<file path="src/rtl/vl_pkg.sv">
package vl_pkg;

   typedef enum logic [1:0] {
      VM_NORMAL    = 2'b00,
      VM_DOUBLE    = 2'b01,
      VM_INTERLACE = 2'b10,
      VM_EVEN      = 2'b11
   } vmode_e;

   typedef struct packed {
      vmode_e mode;
      logic   crt_on;
      logic   lcd_on;
   } vcfg_t;

endpackage

</file>
<file path="src/rtl/vl_line_ctr.sv">
module vl_line_ctr #(
   parameter int TOTAL_LINES = 525,
   parameter int LW          = $clog2(TOTAL_LINES)
) (
   input  logic          clk,
   input  logic          rst_n,
   input  logic          line_tick,
   output logic [LW-1:0] line_idx,
   output logic          field,
   output logic          frame_end
);

   localparam logic [LW-1:0] LAST_LINE = LW'(TOTAL_LINES - 1);

   logic [LW-1:0] line_q;
   logic          field_q;

   assign frame_end = line_tick && (line_q == LAST_LINE);

   always_ff @(posedge clk or negedge rst_n) begin
      if (!rst_n) begin
         line_q  <= '0;
         field_q <= 1'b0;
      end else if (line_tick) begin
         line_q <= frame_end ? '0 : line_q + 1'b1;
         if (frame_end) field_q <= ~field_q;
      end
   end

   assign line_idx = line_q;
   assign field    = field_q;

   AST_LINE_WRAP: assert property (@(posedge clk) disable iff (!rst_n)
      frame_end |=> line_q == '0);
   AST_LINE_STEP: assert property (@(posedge clk) disable iff (!rst_n)
      (line_tick && !frame_end) |=> line_q == $past(line_q) + 1'b1);
   AST_LINE_HOLD: assert property (@(posedge clk) disable iff (!rst_n)
      !line_tick |=> $stable(line_q));
   AST_FIELD_FLIP: assert property (@(posedge clk) disable iff (!rst_n)
      frame_end |=> field_q != $past(field_q));

endmodule

</file>
<file path="src/rtl/vl_cfg_sample.sv">
module vl_cfg_sample
   import vl_pkg::*;
#(
   parameter int ACTIVE_LINES = 480,
   parameter int LW           = 10
) (
   input  logic          clk,
   input  logic          rst_n,
   input  logic          line_tick,
   input  logic [LW-1:0] line_idx,
   input  logic [1:0]    mode_req,
   input  logic          dual_panel,
   input  logic          crt_en,
   input  logic          lcd_en,
   output vcfg_t         cfg,
   output logic          cfg_err
);

   localparam logic [LW-1:0] LAST_VIS = LW'(ACTIVE_LINES - 1);

   logic  take;
   logic  clash;
   vcfg_t cfg_q;
   logic  err_q;

   assign take  = line_tick && (line_idx == LAST_VIS);
   assign clash = (vmode_e'(mode_req) == VM_DOUBLE) && dual_panel;

   always_ff @(posedge clk or negedge rst_n) begin
      if (!rst_n) begin
         cfg_q <= '{mode: VM_NORMAL, crt_on: 1'b0, lcd_on: 1'b0};
         err_q <= 1'b0;
      end else if (take) begin
         cfg_q.mode   <= clash ? VM_NORMAL : vmode_e'(mode_req);
         cfg_q.crt_on <= crt_en;
         cfg_q.lcd_on <= lcd_en;
         if (clash) err_q <= 1'b1;
      end
   end

   assign cfg     = cfg_q;
   assign cfg_err = err_q;

   AST_CFG_FROZEN: assert property (@(posedge clk) disable iff (!rst_n)
      !take |=> $stable(cfg_q));
   AST_ERR_STICKY: assert property (@(posedge clk) disable iff (!rst_n)
      err_q |=> err_q);
   AST_ERR_FALLBACK: assert property (@(posedge clk) disable iff (!rst_n)
      (take && clash) |=> (err_q && cfg_q.mode == VM_NORMAL));

endmodule

</file>
<file path="src/rtl/vl_line_map.sv">
module vl_line_map
   import vl_pkg::*;
#(
   parameter int ACTIVE_LINES = 480,
   parameter int VSYNC_START  = 490,
   parameter int VSYNC_LINES  = 2,
   parameter bit VSYNC_HIGH   = 1'b1,
   parameter int LW           = 10
) (
   input  logic [LW-1:0] line_idx,
   input  logic          field,
   input  vcfg_t         cfg,
   output logic [LW-1:0] fb_line,
   output logic          lcd_latch,
   output logic [LW-1:0] lcd_row,
   output logic          lcd_frame,
   output logic          crt_vsync
);

   logic          visible;
   logic          pick;
   logic          vs_on;
   logic [LW-1:0] half;

   assign visible = int'(line_idx) < ACTIVE_LINES;
   assign half    = line_idx >> 1;

   always_comb begin
      if (cfg.mode == VM_NORMAL)         pick = 1'b1;
      else if (cfg.mode == VM_DOUBLE)    pick = line_idx[0];
      else if (cfg.mode == VM_INTERLACE) pick = (line_idx[0] == field);
      else                               pick = ~line_idx[0];
   end

   assign fb_line   = !visible ? '0 : ((cfg.mode == VM_DOUBLE) ? half : line_idx);
   assign lcd_latch = cfg.lcd_on && visible && pick;
   assign lcd_row   = !lcd_latch ? '0 : ((cfg.mode == VM_NORMAL) ? line_idx : half);
   assign lcd_frame = cfg.lcd_on && (line_idx == '0);
   assign vs_on     = cfg.crt_on && (int'(line_idx) >= VSYNC_START)
                      && (int'(line_idx) < VSYNC_START + VSYNC_LINES);

   generate
      if (VSYNC_HIGH) begin : g_vs_high
         assign crt_vsync = vs_on;
      end else begin : g_vs_low
         assign crt_vsync = ~vs_on;
      end
   endgenerate

endmodule

</file>
<file path="src/rtl/vline_mapper.sv">
module vline_mapper
   import vl_pkg::*;
#(
   parameter int ACTIVE_LINES = 480,
   parameter int TOTAL_LINES  = 525,
   parameter int VSYNC_START  = 490,
   parameter int VSYNC_LINES  = 2,
   parameter bit VSYNC_HIGH   = 1'b1,
   localparam int LW          = $clog2(TOTAL_LINES)
) (
   input  logic          clk,
   input  logic          rst_n,
   input  logic          line_tick,
   input  logic [1:0]    mode_sel,
   input  logic          dual_panel,
   input  logic          crt_en,
   input  logic          lcd_en,
   output logic [LW-1:0] crt_line,
   output logic          crt_vsync,
   output logic [LW-1:0] fb_line,
   output logic          lcd_latch,
   output logic [LW-1:0] lcd_row,
   output logic          lcd_frame,
   output logic          cfg_err
);

   generate
      if (ACTIVE_LINES < 2 || (ACTIVE_LINES % 2) != 0) begin : g_bad_active
         $error("ACTIVE_LINES must be even and at least 2");
      end
      if (ACTIVE_LINES >= TOTAL_LINES) begin : g_bad_total
         $error("TOTAL_LINES must exceed ACTIVE_LINES");
      end
      if (VSYNC_LINES < 1 || VSYNC_START < ACTIVE_LINES
          || VSYNC_START + VSYNC_LINES > TOTAL_LINES) begin : g_bad_vsync
         $error("vertical sync must lie inside the blanking lines");
      end
   endgenerate

   logic          field;
   logic          frame_end;
   vcfg_t         cfg;

   vl_line_ctr #(
      .TOTAL_LINES (TOTAL_LINES),
      .LW          (LW)
   ) u_ctr (
      .clk       (clk),
      .rst_n     (rst_n),
      .line_tick (line_tick),
      .line_idx  (crt_line),
      .field     (field),
      .frame_end (frame_end)
   );

   vl_cfg_sample #(
      .ACTIVE_LINES (ACTIVE_LINES),
      .LW           (LW)
   ) u_cfg (
      .clk        (clk),
      .rst_n      (rst_n),
      .line_tick  (line_tick),
      .line_idx   (crt_line),
      .mode_req   (mode_sel),
      .dual_panel (dual_panel),
      .crt_en     (crt_en),
      .lcd_en     (lcd_en),
      .cfg        (cfg),
      .cfg_err    (cfg_err)
   );

   vl_line_map #(
      .ACTIVE_LINES (ACTIVE_LINES),
      .VSYNC_START  (VSYNC_START),
      .VSYNC_LINES  (VSYNC_LINES),
      .VSYNC_HIGH   (VSYNC_HIGH),
      .LW           (LW)
   ) u_map (
      .line_idx  (crt_line),
      .field     (field),
      .cfg       (cfg),
      .fb_line   (fb_line),
      .lcd_latch (lcd_latch),
      .lcd_row   (lcd_row),
      .lcd_frame (lcd_frame),
      .crt_vsync (crt_vsync)
   );

   AST_VSYNC_GATED: assert property (@(posedge clk) disable iff (!rst_n)
      !cfg.crt_on |-> crt_vsync == !VSYNC_HIGH);
   AST_LCD_GATED: assert property (@(posedge clk) disable iff (!rst_n)
      !cfg.lcd_on |-> (!lcd_latch && !lcd_frame));
   AST_BLANK_QUIET: assert property (@(posedge clk) disable iff (!rst_n)
      (int'(crt_line) >= ACTIVE_LINES) |-> (!lcd_latch && fb_line == '0));
   AST_FRAME_AT_TOP: assert property (@(posedge clk) disable iff (!rst_n)
      lcd_frame |-> crt_line == '0);
   AST_HALF_ROWS: assert property (@(posedge clk) disable iff (!rst_n)
      (lcd_latch && cfg.mode != VM_NORMAL) |-> int'(lcd_row) < ACTIVE_LINES / 2);

endmodule

</file>
<file path="config.mk">
export PLATFORM = sky130hd
export DESIGN_NAME = vline_mapper
export DESIGN_NICKNAME = d
export VERILOG_FILES = /design/src/rtl/vl_pkg.sv /design/src/rtl/vl_line_ctr.sv /design/src/rtl/vl_cfg_sample.sv /design/src/rtl/vl_line_map.sv /design/src/rtl/vline_mapper.sv
export SDC_FILE = /design/constraint.sdc
export NUM_CORES = 1
export LEC_CHECK = 0
export BUFFER_PORTS_ARGS = -buffer_cell sky130_fd_sc_hd__buf_2
export CAP_MARGIN = 40
export CORE_UTILIZATION = 53
export CTS_CLUSTER_DIAMETER = 80
export DETAILED_ROUTE_END_ITERATION = 16
export PLACE_DENSITY = 0.84
export SLEW_MARGIN = 20
export SYNTH_ARGS = -nofsm -noshare
export SYNTH_HDL_FRONTEND = slang
export SYNTH_SLANG_ARGS = --single-unit
</file>
<file path="constraint.sdc">
create_clock -name clk -period 3.72 [get_ports clk]
set_input_delay 0.744 -clock clk [delete_from_list [all_inputs] [get_ports clk]]
set_output_delay 0.744 -clock clk [all_outputs]
set_load 0.01 [all_outputs]
</file>
## Word level (Yosys, flattened, before mapping)

Index checks and enable logic that the tools add are counted.

- Logic and storage cells: 39
- Output and inout bits: 34
- Flip-flop bits (word level): 16

- Add/subtract/negate cells: 1
- Reduce and logical (&&, ||, !) cells: 12
- Bitwise operators: 2
- Eq/ne operators: 6
- Mux-type cells: 9
- $lt $le $gt $ge: 3

Operators with widths:

| operator | number |
|---|---|
| two-way mux 10 bit | 5 |
| < comparator 10 x 9 -> 1 bit, second input constant | 2 |
| adder 10 x 1 -> 10 bit, second input constant | 1 |
| equality test 10 bit, second input constant | 1 |
| equality test 10 x 9 -> 1 bit, second input constant | 1 |
| greater-or-equal comparator 10 x 9 -> 1 bit, second input constant | 1 |
| zero test 10 bit | 1 |
| logical AND 1 bit | 8 |
| equality test 2 x 1 -> 1 bit, second input constant | 2 |
| AND reduction 2 bit | 2 |
| two-way mux 1 bit | 3 |
| equality test 2 bit, second input constant | 1 |
| zero test 2 bit | 1 |
| two-way mux 2 bit | 1 |
| inverter 1 bit | 2 |
| equality test 1 bit | 1 |

## Logic depth before layout (Yosys ltp)

Gate-level depths: netlist of run 1.

- Word-level depth: 6
- Depth in mapped cells: 7
- Depth with buffers taken out: 6

## Hierarchy

A second synthesis of run 1 with hierarchy kept.

- Cell total of the unflattened synthesis: 139
- Area total of the unflattened synthesis: 1239.9 µm²

Modules (own cells, without submodules):

| module | sequential area each (µm²) | cells each | times used | area an instance (µm²) |
|---|---|---|---|---|
| vl_line_ctr | 275.3 | 56 | 1 | 570.5 |
| vl_line_map | 0.0 | 67 | 1 | 439.2 |
| vl_cfg_sample | 125.1 | 16 | 1 | 230.2 |

## Worst setup path after synthesis of run 1

Ideal clock, no wire load.

- Kind: reg2out
- From: reg u_ctr.line_q[6], in the netlist u_ctr.line_idx[6]
- To: out lcd_frame
- Cell stages (with the launch flop): 5
- Path slack: 1.488 ns
- Path buffers: 1
- Arrival time: 1.488 ns
- Cell sequence: dfrtp_1 > buf_2 > nor3_1 > nand3b_1 > nor4bb_1

- Word-level cells in the longest chain between the ends: 2

RTL lines:

| element | RTL line | source |
|---|---|---|
| start, declared | vl_line_ctr.sv:15 | `logic [LW-1:0] line_q;` |
| start signal, assigned | vl_line_ctr.sv:25 | `line_q <= frame_end ? '0 : line_q + 1'b1;` |
| zero test 10 bit | vl_line_map.sv:38 | `assign lcd_frame = cfg.lcd_on && (line_idx == '0);` |
| logical AND 1 bit | vl_line_map.sv:38 |  |
| end, declared | vline_mapper.sv:23 | `output logic lcd_frame,` |

Every way passes these cells.

## Worst setup path in the final report of run 1

- From: reg u_cfg.cfg_q (netlist bit u_cfg.cfg[3])
- To: out lcd_row[5]

- Word-level cells in the longest chain between the ends: 6
- Elaborated cells on any way between the ends: 9
- Classes of those cells: eq/ne: 2; mux: 5; reduce/logical: 2

RTL lines:

| element | RTL line | source |
|---|---|---|
| start, declared | vl_cfg_sample.sv:23 | `vcfg_t cfg_q;` |
| start signal, assigned | vl_cfg_sample.sv:31 | `cfg_q <= '{mode: VM_NORMAL, crt_on: 1'b0, lcd_on: 1'b0};` |
| equality test 2 bit | vl_line_map.sv:31 | `else if (cfg.mode == VM_INTERLACE) pick = (line_idx[0] == field);` |
| two-way mux 1 bit | vl_line_map.sv:31 |  |
| two-way mux 1 bit | vl_line_map.sv:30 | `else if (cfg.mode == VM_DOUBLE) pick = line_idx[0];` |
| two-way mux 1 bit | vl_line_map.sv:29 | `if (cfg.mode == VM_NORMAL) pick = 1'b1;` |
| logical AND 1 bit | vl_line_map.sv:36 | `assign lcd_latch = cfg.lcd_on && visible && pick;` |
| two-way mux 10 bit (*) | vl_line_map.sv:37 | `assign lcd_row = !lcd_latch ? '0 : ((cfg.mode == VM_NORMAL) ? line_idx : half);` |
| end, declared | vline_mapper.sv:22 | `output logic [LW-1:0] lcd_row,` |

Mark *: on every way between the ends. The rest lies on a longest branch, timed or not.

==> run metrics, run 1 <==
count of cell types in the netlist 36; Tmin final around 2.8 ns; Clock Path Buffers 2; Critical Path Sink Type output pin; I/O pins 42; RSZ-0062 raised after global routing no; Max Cap Viol 0; share of cells above drive strength 1 27.62%; Syn Inst Count 155; Fillers 192; count leader, synth nand2_1; Placer Congestion slightly above 0.8; critical path arrival 2.04 ns; count of final setup violators 0; compound-gate portion of the synthesized area around 18%; Synthesis Warnings 0; CP endpoint lcd_row[5]; Final HPWL DP between 2000 and 2500 µm; CTS Hold Bufs 0; DR iter-0 viols 60; row count 16; Cell Chain, Critical Path nand2b_1, o21ai_0, a211o_1, a21oi_1, buf_2; initial antenna violation count 0; mux cell area share after synthesis 4.641%; Critical Path Start Type register; htree depth 1; Layout Nets 193; Hold Violations, Final 0; FF+latch area roughly 400 µm²; Residual DRC 0; Lkg Pwr 0.7035 nW; design area 1351 µm²; buffers added on ports 39; Die Y 49.31 µm; Core Area 2042 µm²; FF-to-FF End u_ctr.line_idx[0]; drt pass-1 iters 4; Buf/Inv on CP 1; Area Overhead vs Synth 13.92%; clock slew at reported path FFs 0.08 ns; setup TNS 0 ns; total number of vias ~1,200; WL final 2851 µm; total power 0.6201 mW; CP Launch Point u_cfg.cfg[3]; crit-path max cell delay 0.53 ns; Placed Cells just over 200; Post-Synth XOR/XNOR Area between 4 and 5%; Final Cycle Share 74.90%; worst-path maximum fanout 13; max-slew violations 0; reg-to-reg setup timing slack about 1.9 ns; die footprint ~2400 µm²; Setup Skew 0.006286 ns; die width 49.31 µm; part of the Yosys area used for sequential elements 33.76%; largest net degree at the start of global routing 17; clk_lat worst skew 0.28 ns; TritonCTS clock tree done; status complete, no violations; slew margin rel. around two thirds; cts repair resizes 0; Post-CTS Setup Inserts 0; number of global-route vias before repair 1,085; WL per Instance 13.71 µm; # diodes 0; Critical Path RT 2.98 ns; Initial Utilization 58.09%; ys async rst share 100.0%; footprint of the multi-input gates about 680 µm²; share of the synthesized area in the top cell type 33.76%; WP depth 5; GRT Util Overall 26.11%; placed cell area 1329 µm²; EDFF count, synth 0; actual slew at the worst max-slew pin 0.5190 ns; final cell count without fillers 208; first-pass GRT wire length roughly 4900 µm; via density per instance 5.774; CTS Root Cell clkbuf_4; post-route ant nets 0; register bit total from synthesis 16; area leader, netlist dfrtp_1; synthesized cell area 1186 µm²; Max Clk Rate 0.3589 GHz; grt total ovfl 0; Hold Path Class input port to async pin; delay-heaviest family, CP compound AO/OA/AOI/OAI gates; Power Density ~460 nW/µm²; simple logic cell fraction of the synthesized area between 20% and 30%; IR drop worst, VDD 0.0003867 V; cells on worst reg2reg path 6; syn_area_per_cell about 7.7 µm²; CTS Buf Count 3; Num Clock Sinks 16; synth cell count leaders 32 x nand2_1, 17 x a21oi_1, 16 x dfrtp_1; kind of critical path register to output pin; Synth Area in Adders under 10%; ranking of synthesized cells by area dfrtp_1 34%, nand2_1 10%, a21oi_1 7.2%, o21ai_0 5.5%, buf_2 3.8%; largest family of logic cells by synthesized area simple AND/OR/NAND/NOR gates; CP max-delay cell dfrtp_1; top_reg_cell synth dfrtp_1; r2r startpoint u_ctr.line_idx[0]
## cell type report
cell class                      instances  share of cell area, %
Multi-Input combinational cell        117                  50.09
Clock buffer                            3                  1.667
Sequential cell                        16                  29.63
Tap cell                               27                  2.500
Inverter                                6                  1.667
Timing Repair Buffer                   39                  14.44
## metal layers
layer	global-route usage (%)	share of wire [%]
met2	45.66	50
met4	1.961	0.32
met1	33.66	42
met3	6.231	7.6
met5	0	0
## worst min path at each step
stage                       start  slack (ns)           endpoint
global placement    u_cfg.cfg_err        0.44      u_cfg.cfg_err
finish                      rst_n        0.36  u_ctr.line_idx[0]
detailed placement  u_cfg.cfg_err        0.46      u_cfg.cfg_err
floorplan             u_ctr.field        0.43        u_ctr.field
CTS                         rst_n        0.36  u_ctr.line_idx[0]
global route                rst_n        0.38  u_ctr.line_idx[0]
## report_power, final
group	internal [mW]	leakage (nW)	switching, mW
combinational	0.103	0.482	0.119
sequential	0.207	0.208	0.106
clock	0.0376	0.0138	0.0472
## layout by cell type, fill, tap and decap left out, types with 2 or more instances in the layout
| cell | count |
|---|---|
| buf_2 | 39 |
| nand2_1 | 32 |
| a21oi_1 | 17 |
| dfrtp_1 | 16 |
| o21ai_0 | 13 |
| nor2_1 | 9 |
| inv_1 | 6 |
| nand4_1 | 4 |
| mux2_2 | 4 |
| xor2_1 | 4 |
| nand3_1 | 3 |
| clkbuf_4 | 3 |
| nor2b_1 | 2 |
| xnor2_1 | 2 |
| nor3_1 | 2 |
| nand3b_1 | 2 |
| nor4bb_1 | 2 |
| and3_4 | 2 |
| and3_1 | 2 |
| ha_1 | 2 |
| conb_1 | 2 |
## registers in the layout, indices dropped and copies added (netlist names)
signal          cells
u_cfg.cfg_err       1
u_ctr.field         1
u_cfg.cfg           4
u_ctr.line_idx     10
## through the flow
stage	setup slack, ns	util [%]	hold slack, ns
2_1_floorplan	1.488	-	0.4341
3_3_place_gp	1.365	65.07	0.4445
3_5_place_dp	1.295	65.07	0.4603
4_1_cts	0.9670	66.18	0.3568
5_1_grt	0.7553	66.18	0.3842
6_report	0.9336	66.18	0.3573
## logic make-up (layout without fill, tap and decap cells)
group,after synthesis,after routing
AOI/OAI and AO/OA,38,38
xor gates and xnor gates,6,6
adders and majority gates,2,2
buffers and inverters,23,48
DFF,16,16
muxes,5,5
other,1,2
and+or+nand+nor,64,64
(Power assumes the default switching activity.)
==> run 2: changes to the inputs <==
--- a/config.mk
+++ b/config.mk
@@ -5,12 +5,13 @@
 export SDC_FILE = /design/constraint.sdc
 export NUM_CORES = 1
 export LEC_CHECK = 0
+export ABC_AREA = 1
 export BUFFER_PORTS_ARGS = -buffer_cell sky130_fd_sc_hd__buf_2
 export CAP_MARGIN = 40
-export CORE_UTILIZATION = 53
+export CORE_UTILIZATION = 49
 export CTS_CLUSTER_DIAMETER = 80
 export DETAILED_ROUTE_END_ITERATION = 16
-export PLACE_DENSITY = 0.84
+export PLACE_DENSITY = 0.78
 export SLEW_MARGIN = 20
 export SYNTH_ARGS = -nofsm -noshare
 export SYNTH_HDL_FRONTEND = slang
==> constraint.sdc (replaced) <==
create_clock -name clk -period 2.83 [get_ports clk]
set_input_delay 0.566 -clock clk [delete_from_list [all_inputs] [get_ports clk]]
set_output_delay 0.566 -clock clk [all_outputs]
set_load 0.01 [all_outputs]
==> run 2 against run 1 <==
Against the previous run:
- register-to-register slack lost 0.65 ns
- non-clock buffer count is 1 higher
- area after synthesis grew 2.6%
- clock power rose by 43%
- power rose by 56%
- critical path type unchanged
- critical endpoint is now lcd_row[8]
- largest power group is now combinational logic
==> run metrics, run 2 <==
Critical Path Start Type register; Synthesis Warnings 0; Residual DRC 0; Tmin final 2.371 ns; die footprint ~2700 µm²; synth cell count leaders 52 x nand2_1, 42 x nor2_1, 23 x inv_1; Placer Congestion 0.8691; Hold WS 0.1774 ns; worst-path maximum fanout 10; Final Cycle Share 83.79%; Placed Cells 252; EDFF count, synth 0; cts repair resizes 0; kind of critical path register to output pin; Num Clock Sinks 16; Die Y 51.85 µm; Max Clk Rate around 0.42 GHz; CTS Hold Bufs 0; largest net degree at the start of global routing 20; Post-CTS Setup Inserts 0; Hold Violations, Final 0; Max Cap Viol 0; most common cell after layout, fill and taps aside nand2_1; post-route ant nets 0; Final HPWL DP 2223 µm; commonest non-fill, non-tap cells in the layout 52 x nand2_1, 42 x nor2_1, 39 x buf_2, 23 x inv_1, 19 x o21ai_0; initial antenna violation count 0; Initial Utilization between 50 and 60%; die width 51.85 µm; Area Overhead vs Synth 16.65%; share of cells above drive strength 1 20.70%; Critical Path RT 2.26 ns; clk_lat worst skew 0.29 ns; htree depth 1; number of global-route vias before repair ~1,100; Fillers around 250; critical path arrival 1.81 ns; count of cell types in the netlist 22; Power Density 680.3 nW/µm²; WL final 2863 µm; total number of vias 1,310; clock slew at reported path FFs 0.09 ns; final cell count without fillers 255; Hold Path Class input port to async pin; first-pass GRT wire length 4629 µm; setup TNS 0 ns; DR iter-0 viols 47; syn_area_per_cell 6.407 µm²; area leader, netlist dfrtp_1; Post-Route Utilization 62.40%; Setup Skew 0.002801 ns; synthesized cell area 1217 µm²; Core Area 2276 µm²; TritonCTS clock tree done; row count 17; buffers added on ports 39; Syn Inst Count 190; ys async rst share 100.0%; part of the Yosys area used for sequential elements 32.89%; # diodes 0; Critical Path Sink Type output pin; via density per instance about 5.1; max-slew violations 0; ranking of synthesized cells by area dfrtp_1 33%, nand2_1 16%, nor2_1 13%, o21ai_0 7.8%, inv_1 7.1%; share of the synthesized area in the top cell type 32.89%; reg-to-reg setup timing slack 1.24 ns; CTS Buf Count 3; RSZ-0062 raised after global routing no; Lkg Pwr 0.8486 nW; count of final setup violators 0; WL per Instance ~11 µm; CTS Root Cell clkbuf_4; register bit total from synthesis 16; I/O pins 42; count leader, synth nand2_1; max reg flops 10; Layout Nets between 200 and 250; GRT Util Overall 23.61%; status complete, no violations; drt pass-1 iters 4; top_reg_cell synth dfrtp_1; IR drop worst, VDD about 0.00043 V; Clock Path Buffers 2; grt total ovfl 0
## run 2: path summary, 6_finish.rpt
kind,start,to,cells past startpoint
worst max-delay path,u_ctr.line_idx[8],lcd_row[8],6
worst min register to register,u_cfg.cfg_err,u_cfg.cfg_err,2
worst min-delay path,rst_n,u_ctr.line_idx[0],1
min in group clk,u_cfg.cfg_err,u_cfg.cfg_err,2
worst max register to register,u_ctr.line_idx[1],u_ctr.line_idx[1],7
max in group asynchronous,rst_n,u_ctr.line_idx[2],1
## run 2: layout make-up
class	instances	area [µm²]	area share (%)
repair buffers	40	202.7	14.27
flip-flops and latches	16	400.4	28.19
clock buffers	3	22.52	1.586
multi-input cells	144	669.4	47.14
inverters	24	90.09	6.344
well taps	28	35.03	2.467
## run 2: logic make-up (layout without fill, tap and decap cells)
kind of cell	count (synthesis)	after routing	synth area share [%]
xor+xnor	6	6	4.317
flops	16	16	32.89
simple gates	114	114	39.77
buf+inv	31	67	12.43
fa+ha+maj	2	2	2.055
compound gates	20	20	8.222
other cells	1	2	0.3080
## run 2: worst max-delay path: stages (launching register included)
cell,delay [ns]
dfrtp_1,0.49
nand2_1,0.14
nor2_1,0.08
nor2_1,0.19
nand4_2,0.26
nor2_1,0.19
buf_2,0.15
## run 2: metrics by stage
step | cell area (µm²) | worst slack, ns | power [mW]
after floorplan | 1221 | 1.004 | 0.6826
after global placement | 1398 | 0.7825 | 0.8406
after global routing | 1420 | 0.2827 | 1.058
final | 1420 | 0.4586 | 0.9661
after CTS | 1420 | 0.4518 | 0.9639
after detailed placement | 1398 | 0.7790 | 0.8457
## run 2: layer usage
| metal | wire (µm) | GRT usage [%] |
|---|---|---|
| met5 | 0 | 0 |
| met4 | 38 | 10.36 |
| met3 | 170 | 3.801 |
| met2 | 1327 | 38.68 |
| met1 | 1327 | 30.37 |
## run 2: power by group
group	internal (mW)	switching (mW)
registers	0.278	0.0913
logic	0.180	0.296
clock network	0.0495	0.0719
total	0.507	0.459
